`config.mk`:
```
export PLATFORM = sky130hd
export DESIGN_NAME = addr_stepper
export DESIGN_NICKNAME = d
export VERILOG_FILES = /design/src/rtl/addr_stepper_pkg.sv /design/src/rtl/asu_cfg_reg.sv /design/src/rtl/asu_addr_path.sv /design/src/rtl/asu_step_count.sv /design/src/rtl/asu_fsm.sv /design/src/rtl/addr_stepper.sv
export SDC_FILE = /design/constraint.sdc
export NUM_CORES = 1
export LEC_CHECK = 0
export BUFFER_PORTS_ARGS = -buffer_cell sky130_fd_sc_hd__buf_4
export CAP_MARGIN = 40
export CORE_ASPECT_RATIO = 0.6
export CORE_UTILIZATION = 60
export CTS_CLUSTER_DIAMETER = 60
export DETAILED_ROUTE_END_ITERATION = 12
export PLACE_DENSITY = 0.85
export SETUP_SLACK_MARGIN = 0.15
export SYNTH_ARGS = -nofsm -noshare
export SYNTH_HDL_FRONTEND = slang
export SYNTH_SLANG_ARGS = --single-unit
```
`constraint.sdc`:
```
create_clock -name clk -period 14.4 [get_ports clk]
set_input_delay 0.72 -clock clk [delete_from_list [all_inputs] [get_ports clk]]
set_output_delay 0.72 -clock clk [all_outputs]
set_load 0.005 [all_outputs]
```
`src/rtl/addr_stepper_pkg.sv`:
```
package addr_stepper_pkg;

    typedef enum logic [1:0] {
        ST_IDLE = 2'd0,
        ST_RUN  = 2'd1,
        ST_END  = 2'd2,
        ST_ESC  = 2'd3
    } stp_state_e;

endpackage

```
`src/rtl/asu_cfg_reg.sv`:
```
module asu_cfg_reg #(
    parameter int AW = 16,
    parameter int CW = 8
) (
    input  logic          clk,
    input  logic          rst_n,
    input  logic          load,
    input  logic [AW-1:0] in_step,
    input  logic          in_down,
    input  logic [AW-1:0] in_base,
    input  logic [AW-1:0] in_limit,
    input  logic [CW-1:0] in_max,
    output logic [AW-1:0] step_q,
    output logic          down_q,
    output logic [AW-1:0] base_q,
    output logic [AW-1:0] limit_q,
    output logic [CW-1:0] max_q
);

    always_ff @(posedge clk or negedge rst_n) begin
        if (!rst_n) begin
            step_q  <= '0;
            down_q  <= 1'b0;
            base_q  <= '0;
            limit_q <= '0;
            max_q   <= '0;
        end else if (load) begin
            step_q  <= in_step;
            down_q  <= in_down;
            base_q  <= in_base;
            limit_q <= in_limit;
            max_q   <= in_max;
        end
    end

endmodule

```
`src/rtl/asu_addr_path.sv`:
```
module asu_addr_path #(
    parameter int AW = 16
) (
    input  logic          clk,
    input  logic          rst_n,
    input  logic          load,
    input  logic [AW-1:0] start,
    input  logic          advance,
    input  logic [AW-1:0] step,
    input  logic          down,
    input  logic [AW-1:0] base,
    input  logic [AW-1:0] limit,
    output logic [AW-1:0] addr_q,
    output logic          nxt_in_win
);

    logic [AW-1:0] nxt_addr;
    logic          above_base;
    logic          below_limit;

    // Modulo 2^AW: the carry or borrow is dropped on purpose.
    always_comb begin
        if (down) begin
            nxt_addr = addr_q - step;
        end else begin
            nxt_addr = addr_q + step;
        end
    end

    // Both bounds inclusive.
    always_comb begin
        above_base  = (nxt_addr >= base);
        below_limit = (nxt_addr <= limit);
        nxt_in_win  = above_base && below_limit;
    end

    always_ff @(posedge clk or negedge rst_n) begin
        if (!rst_n) begin
            addr_q <= '0;
        end else if (load) begin
            addr_q <= start;
        end else if (advance) begin
            addr_q <= nxt_addr;
        end
    end

endmodule

```
`src/rtl/asu_step_count.sv`:
```
module asu_step_count #(
    parameter int CW = 8
) (
    input  logic          clk,
    input  logic          rst_n,
    input  logic          clear,
    input  logic          advance,
    input  logic [CW-1:0] max_q,
    output logic          last_step
);

    logic [CW-1:0] cnt_q;
    logic [CW-1:0] cnt_inc;

    always_comb begin
        cnt_inc   = cnt_q + 1'b1;
        last_step = (cnt_inc == max_q);
    end

    always_ff @(posedge clk or negedge rst_n) begin
        if (!rst_n) begin
            cnt_q <= '0;
        end else if (clear) begin
            cnt_q <= '0;
        end else if (advance) begin
            cnt_q <= cnt_inc;
        end
    end

endmodule

```
`src/rtl/asu_fsm.sv`:
```
module asu_fsm
    import addr_stepper_pkg::*;
(
    input  logic clk,
    input  logic rst_n,
    input  logic init,
    input  logic max_zero,
    input  logic step_en,
    input  logic nxt_in_win,
    input  logic last_step,
    output logic advance,
    output logic step_valid,
    output logic done,
    output logic escape
);

    stp_state_e state_q;
    stp_state_e state_d;
    logic       try_step;
    logic       esc_hit;
    logic       end_hit;

    always_comb begin
        try_step = (state_q == ST_RUN) && step_en && !init;
        advance  = try_step && nxt_in_win;
        esc_hit  = try_step && !nxt_in_win;
        end_hit  = advance && last_step;
    end

    always_comb begin
        state_d = state_q;
        if (init) begin
            state_d = max_zero ? ST_END : ST_RUN;
        end else begin
            unique case (state_q)
                ST_IDLE: state_d = ST_IDLE;
                ST_RUN: begin
                    if (esc_hit) begin
                        state_d = ST_ESC;
                    end else if (end_hit) begin
                        state_d = ST_END;
                    end
                end
                ST_END:  state_d = ST_END;
                ST_ESC:  state_d = ST_ESC;
                default: state_d = ST_IDLE;
            endcase
        end
    end

    always_ff @(posedge clk or negedge rst_n) begin
        if (!rst_n) begin
            state_q <= ST_IDLE;
        end else begin
            state_q <= state_d;
        end
    end

    always_ff @(posedge clk or negedge rst_n) begin
        if (!rst_n) begin
            step_valid <= 1'b0;
            done       <= 1'b0;
            escape     <= 1'b0;
        end else begin
            step_valid <= advance;
            if (init) begin
                done   <= max_zero;
                escape <= 1'b0;
            end else begin
                if (esc_hit) begin
                    escape <= 1'b1;
                end
                if (end_hit) begin
                    done <= 1'b1;
                end
            end
        end
    end

endmodule

```
`src/rtl/addr_stepper.sv`:
```
module addr_stepper #(
    parameter int AW = 16,
    parameter int CW = 8
) (
    input  logic          clk,
    input  logic          rst_n,
    input  logic          init,
    input  logic [AW-1:0] cfg_start,
    input  logic [AW-1:0] cfg_step,
    input  logic          cfg_down,
    input  logic [AW-1:0] cfg_base,
    input  logic [AW-1:0] cfg_limit,
    input  logic [CW-1:0] cfg_max,
    input  logic          step_en,
    output logic [AW-1:0] addr,
    output logic          step_valid,
    output logic          done,
    output logic          escape
);

    logic [AW-1:0] step_q;
    logic          down_q;
    logic [AW-1:0] base_q;
    logic [AW-1:0] limit_q;
    logic [CW-1:0] max_q;
    logic          advance;
    logic          nxt_in_win;
    logic          last_step;
    logic          max_zero;

    assign max_zero = (cfg_max == '0);

    asu_cfg_reg #(.AW(AW), .CW(CW)) u_cfg (
        .clk      (clk),
        .rst_n    (rst_n),
        .load     (init),
        .in_step  (cfg_step),
        .in_down  (cfg_down),
        .in_base  (cfg_base),
        .in_limit (cfg_limit),
        .in_max   (cfg_max),
        .step_q   (step_q),
        .down_q   (down_q),
        .base_q   (base_q),
        .limit_q  (limit_q),
        .max_q    (max_q)
    );

    asu_addr_path #(.AW(AW)) u_path (
        .clk        (clk),
        .rst_n      (rst_n),
        .load       (init),
        .start      (cfg_start),
        .advance    (advance),
        .step       (step_q),
        .down       (down_q),
        .base       (base_q),
        .limit      (limit_q),
        .addr_q     (addr),
        .nxt_in_win (nxt_in_win)
    );

    asu_step_count #(.CW(CW)) u_cnt (
        .clk       (clk),
        .rst_n     (rst_n),
        .clear     (init),
        .advance   (advance),
        .max_q     (max_q),
        .last_step (last_step)
    );

    asu_fsm u_fsm (
        .clk        (clk),
        .rst_n      (rst_n),
        .init       (init),
        .max_zero   (max_zero),
        .step_en    (step_en),
        .nxt_in_win (nxt_in_win),
        .last_step  (last_step),
        .advance    (advance),
        .step_valid (step_valid),
        .done       (done),
        .escape     (escape)
    );

endmodule

```
Word level (Yosys, flattened, before mapping)
Cells that the tools add are included.
- register bits after elaboration: 86
- input port bits: 77
- $add $sub $neg: 3
- $lt $le $gt $ge: 2
- equality and inequality tests: 5
- muxes and demuxes: 14
- reductions and logical operators: 13
- operators by type and width (kind ; number):
    16-bit 2-to-1 mux ; 3
    16-bit adder ; 1
    16-bit >= comparator ; 1
    16-bit less-or-equal comparator ; 1
    8-bit 2-to-1 mux ; 2
    16-bit subtractor ; 1
    8-bit by 1-bit adder with 8-bit output, second input constant ; 1
    8-bit equality test ; 1
    8-bit logical NOT ; 1
    2-bit 2-to-1 mux ; 4
    2-bit case mux with 4 select lines ; 1
    1-bit logical AND ; 6
    2-bit nonzero test ; 3
    2-bit equality test, second input constant ; 2
    1-bit 2-to-1 mux ; 4
    4-bit by 2-bit inequality test with 1-bit output, second input constant ; 1
    2-bit by 1-bit equality test with 1-bit output, second input constant ; 1
    1-bit logical NOT ; 2
    2-bit logical NOT ; 1

Logic depth before layout (Yosys ltp)
- word-level depth: 10
- gate-level depth with buffers: 25

Hierarchy
Synthesis repeated with hierarchy kept, for this count alone.
- cell total of the unflattened synthesis: 560
- area, all modules: 5828.1 µm²
- modules (own cells, without submodules) (module ; times used ; cells each ; area an instance (µm²) ; seq. area each (µm²)):
    asu_addr_path ; 1 ; 348 ; 2736.4 ; 400.4
    asu_cfg_reg ; 1 ; 120 ; 2235.9 ; 1426.4
    asu_step_count ; 1 ; 68 ; 623.1 ; 200.2
    asu_fsm ; 1 ; 21 ; 214.0 ; 125.1
    addr_stepper ; 1 ; 3 ; 18.8 ; 0.0

Worst setup path after synthesis
OpenSTA, ideal clock, no wires.
- kind: flip-flop to flip-flop
- from: reg u_cfg.step_q[3]
- to: reg u_cnt.cnt_q[5]
- library setup time: 0.064 ns
- arrival time: 4.934 ns
- required time: 14.336 ns
- path slack: 9.402 ns
- cell stages (with the launch flop): 22
- buffers on the path: 2
- period minus slack after synthesis: 4.998 ns
- path through: dfrtp_1 > or3_1 > nor3b_1 > a21oi_1 > xnor2_1 > ha_1 > and2_1 > and4_1 > a211o_2 > a21o_1 > a21oi_1 > xnor2_1 > ha_1 > a21o_1 > a21o_1 > a211oi_1 > a21oi_1 > nor3_2 > clkbuf_1 > buf_2 > o21ai_1 > a21bo_1
- word-level cells in the longest chain between the ends: 6
- elaborated cells between the ends (all ways): 8
- RTL lines (what ; RTL line ; RTL):
    from (decl) ; asu_cfg_reg.sv:13 ; output logic [AW-1:0] step_q,
    from (signal assigned) ; asu_cfg_reg.sv:28 ; step_q <= in_step;
    16-bit adder or 16-bit subtractor (tied branches) ; asu_addr_path.sv:26, asu_addr_path.sv:24 ;
    16-bit 2-to-1 mux * ; asu_addr_path.sv:23 ; if (down) begin
    16-bit >= comparator or 16-bit less-or-equal comparator (tied branches) ; asu_addr_path.sv:32, asu_addr_path.sv:33 ;
    1-bit logical AND * ; asu_addr_path.sv:34 ; nxt_in_win = above_base && below_limit;
    1-bit logical AND * ; asu_fsm.sv:25 ; advance = try_step && nxt_in_win;
    named net advance ; addr_stepper.sv:26 ; logic advance;
    2-bit nonzero test (no source line) * ; - ;
    to (signal assigned) ; asu_step_count.sv:26 ; cnt_q <= cnt_inc;
    to (decl) ; asu_step_count.sv:12 ; logic [CW-1:0] cnt_q;
Mark *: on every way through the listed nets, which the timed path passes. The rest lies on a longest branch.
A chain may end at the register's enable or synchronous reset.

Worst setup path in the final report
- from: reg u_cfg.step_q[5]
- to: reg u_fsm.state_q[0]
- word-level cells in the longest chain between the ends: 9
- elaborated cells between the ends (all ways): 14
- RTL lines (what ; RTL line ; RTL):
    16-bit adder or 16-bit subtractor (tied branches) ; asu_addr_path.sv:26, asu_addr_path.sv:24 ;
    16-bit 2-to-1 mux * ; asu_addr_path.sv:23 ;
    16-bit >= comparator or 16-bit less-or-equal comparator (tied branches) ; asu_addr_path.sv:32, asu_addr_path.sv:33 ;
    1-bit logical AND * ; asu_addr_path.sv:34 ;
    1-bit logical NOT ; asu_fsm.sv:26 ; esc_hit = try_step && !nxt_in_win;
    1-bit logical AND ; asu_fsm.sv:26 ;
    2-bit 2-to-1 mux ; asu_fsm.sv:38 ; if (esc_hit) begin
    2-bit case mux with 4 select lines ; asu_fsm.sv:35 ; unique case (state_q)
    2-bit 2-to-1 mux ; asu_fsm.sv:32 ; if (init) begin
    to (signal assigned) ; asu_fsm.sv:55 ; state_q <= state_d;
    to (decl) ; asu_fsm.sv:17 ; stp_state_e state_q;
Every way passes the cells marked *; elsewhere a longest branch is shown, timed or not.

==> summary.txt <==
Status
  • Status: finished, final reports clean

Drt
  • DR pass1 iterations: 6
  • Routed vias/inst: 5.95
  • Routed Antenna Nets: 0
  • Detailed-route via count: 4443
  • DRT Wirelength: 13300 um
  • DR WL/cell: 17.8 um
  • DRT iter0 DRCs: 332
  • DRC viols: 0

Placement
  • HPWL after DPL: 9990 um
  • IO buf count: 95
  • Gpl congestion: 0.922
  • Dpl ws: approximately 8.5 ns

Yosys
  • Post-synthesis adder-cell area fraction: between 10% and 20%
  • Post-synthesis sequential area ratio: 40.8%
  • Largest family of logic cells by synthesized area: compound AO/OA/AOI/OAI gates
  • #FFs+latches synth: 86
  • Synth Instances: 542
  • Yosys cell types: 57
  • Post-Syn Area per Cell: 9.73 um2
  • Post-synthesis xor/xnor area fraction: a little under 7%
  • Ys async rst share: 100%
  • Ys flop type: dfrtp_1
  • Synthesized net count: 669
  • Synth Area in Compound Gates: 18.2%
  • YS warnings: 0
  • Proportion of synthesized area in mux cells: 5.32%
  • Count of flip-flops with a built-in enable after synthesis: 0
  • Post-Syn Area: between 5000 and 6000 um2
  • Synth Area in Simple Gates: a little under an eighth

Cells and area
  • Fillers: 607
  • Layout Nets: 757
  • Multi-input gate area: 2850 um2
  • Layout area overhead: 21.5%
  • Sequential Area: 2150 um2
  • Antenna diode count: 0
  • Layout cells sized above 1: ~22%
  • Commonest non-fill, non-tap cell in the layout: buf_4
  • Post-layout util: between 70 and 80%
  • Most frequent cells in the layout: buf_4 (96), dfrtp_1 (86), nand2_1 (51), ha_1 (49), inv_1 (45)

Power
  • Max IR drop VDD: 0.0886 mV
  • LEAKAGE: between 0.003 and 0.004 uW
  • PD cells: roughly 150 nW/um2

Critical path
  • CP required: 14.64 ns
  • Kind of critical path: reg2reg
  • CP Capture Type: flip-flop
  • Crit path launch type: flip-flop
  • Crit path max fanout: 29
  • CP arrival: ~6.3 ns
  • R2r worst-path depth: 20

Clock network
  • Reg clk slew, reported paths: 0.06 ns
  • Inserted Clock Buffers: 9
  • Setup bufs post-CTS: 0
  • CTS Hold Bufs: 0
  • Root Driver: clkbuf_16
  • CTS tree: built
  • CTS Sinks: 86
  • Deepest level of the CTS H-tree: 3
  • Worst-Skew Late Latency: around 0.35 ns
  • Resize count post-CTS: 0
  • Clk buf depth: 2

Timing
  • Minimum clock period: 6.05 ns
  • Final Hold Vio Count: 0
  • Fin crit share: a little over two fifths
  • Max Slew Vio Count: 0
  • Worst setup margin: 8.35 ns
  • Rel. slew slack: roughly 43%
  • Setup violators final: 0
  • Fmax: 165 MHz
  • Fin Setup TNS: 0 ns
  • Clock skew: 0.00578 ns
  • Worst-margin pin slew: 0.858 ns
  • RSZ-0062 raised after global routing: no

GRT
  • Total congestion overflow: 0
  • Vias in the first global route: 4322
  • Initial antenna violation count: 0
  • First-pass GRT wire length: 20900 um
  • Largest net degree at the start of global routing: 84
  • GRT Total Usage: a little under a third

Floorplan
  • Rows: 26
  • Die Wd: between 100 and 150 um
  • Std-Cell Core Area: 8520 um2
  • Initial Util: 61.8%
  • Ports: 96
  • Die Span Y: roughly 75 um
  • Die area: 9180 um2

Worst hold path
  • Worst min path class: in2async

Flow run
  • Max Cap Viol: 0
## through the flow
stage | power [uW] | hold WS [ns] | instances | instance area, um2
2_1_floorplan | 589 | 0.424 | 542 | 5270
3_3_place_gp | 698 | 0.490 | 728 | 6030
3_5_place_dp | 731 | 0.500 | 731 | 6100
4_1_cts | 969 | 0.262 | 747 | 6400
5_1_grt | 1040 | 0.276 | 747 | 6400
6_report | 973 | 0.256 | 747 | 6400
## cell families (layout without fill, tap and decap cells)
kind of cell | Yosys count | count (layout)
AOI/OAI and AO/OA | 145 | 145
and+or+nand+nor | 129 | 129
DFF | 86 | 86
buffers and inverters | 67 | 160
adders and majority gates | 50 | 50
xor gates and xnor gates | 40 | 40
muxes | 25 | 25
## cell type report
type	count	share of cell area, %
Inverter	45	2.64
Tap cell	112	2.19
Sequential cell	86	33.6
Multi-Input combinational cell	389	44.5
Timing Repair Buffer	99	12.4
Clock inverter	6	0.958
Clock buffer	10	3.73
## Yosys cell counts (3+ instances only)
| cell | instances | area share (%) |
|---|---|---|
| a21o_1 | 20 | 2.8 |
| a21oi_1 | 26 | 2.5 |
| a221o_1 | 7 | 1.3 |
| a22o_1 | 12 | 2.0 |
| and2_1 | 7 | 0.83 |
| clkbuf_1 | 17 | 1.2 |
| dfrtp_1 | 86 | 41 |
| ha_1 | 49 | 12 |
| inv_1 | 45 | 3.2 |
| mux2_1 | 7 | 1.5 |
| mux2_2 | 17 | 3.6 |
| nand2_1 | 51 | 3.6 |
| nand2b_1 | 4 | 0.47 |
| nand3_1 | 6 | 0.57 |
| nand4_1 | 8 | 0.95 |
| nor2_1 | 25 | 1.8 |
| nor2b_1 | 5 | 0.59 |
| nor3_1 | 7 | 0.66 |
| nor4_1 | 8 | 0.95 |
| o21a_1 | 5 | 0.71 |
| o21ai_0 | 30 | 2.8 |
| o21ai_1 | 18 | 1.7 |
| o21bai_1 | 3 | 0.43 |
| xnor2_1 | 28 | 4.7 |
| xor2_1 | 11 | 1.8 |
## worst paths after layout
path | from | slack, ns | endpoint
worst max-delay path | u_cfg.step_q[5]$_DFFE_PN0P_ | 8.35 | u_fsm.state_q[0]$_DFFE_PN0P_
worst min-delay path | rst_n | 0.26 | u_cfg.step_q[2]$_DFFE_PN0P_
worst max register to register | u_cfg.step_q[5]$_DFFE_PN0P_ | 8.35 | u_fsm.state_q[0]$_DFFE_PN0P_
worst min register to register | u_cfg.limit_q[14]$_DFFE_PN0P_ | 0.52 | u_cfg.limit_q[14]$_DFFE_PN0P_
max in group asynchronous | rst_n | 13.53 | u_cfg.limit_q[8]$_DFFE_PN0P_
min in group clk | u_cfg.limit_q[14]$_DFFE_PN0P_ | 0.52 | u_cfg.limit_q[14]$_DFFE_PN0P_
## worst max-delay path, stage by stage, from the launching register on
cell and delay (ns):
dfrtp_1 0.41, or3_1 0.44, nor3b_1 0.72, nor2_1 0.14, xnor2_1 0.18, ha_1 0.37
a21o_1 0.21, a21oi_1 0.18, nor2b_1 0.07, a211o_2 0.34, a211o_1 0.29, a21oi_2 0.19
xnor2_1 0.15, ha_1 0.32, nand4_1 0.16, a2111oi_0 0.53, a21oi_1 0.26, nor3_4 0.23
buf_4 0.37, nand2_1 0.13, a31o_1 0.24
## flip-flops by register name, summed over array words and instances (netlist names)
| register | cells |
|---|---|
| u_cfg.down_q | 1 |
| u_fsm.state_q | 2 |
| u_fsm.escape | 1 |
| u_fsm.done | 1 |
| u_cfg.limit_q | 16 |
| u_path.addr_q | 16 |
| u_cnt.cnt_q | 8 |
| u_fsm.step_valid | 1 |
| u_cfg.base_q | 16 |
| u_cfg.step_q | 16 |
| u_cfg.max_q | 8 |
## routing by layer
| layer | routed length (um) | track usage, % |
|---|---|---|
| met5 | 0 | 0 |
| met4 | 226 | 11.9 |
| met3 | 1290 | 8.67 |
| met2 | 5890 | 48.0 |
| met1 | 5890 | 41.5 |
## report_power, final
group          internal, uW  total [uW]  switching (uW)  leakage [uW]
clock                   138         235            96.5      0.000148
sequential              268         292            24.1       0.00105
combinational           196         446             250       0.00196
total                   603         973             370       0.00316
No activity file was read; power rests on OpenSTA's default activity.
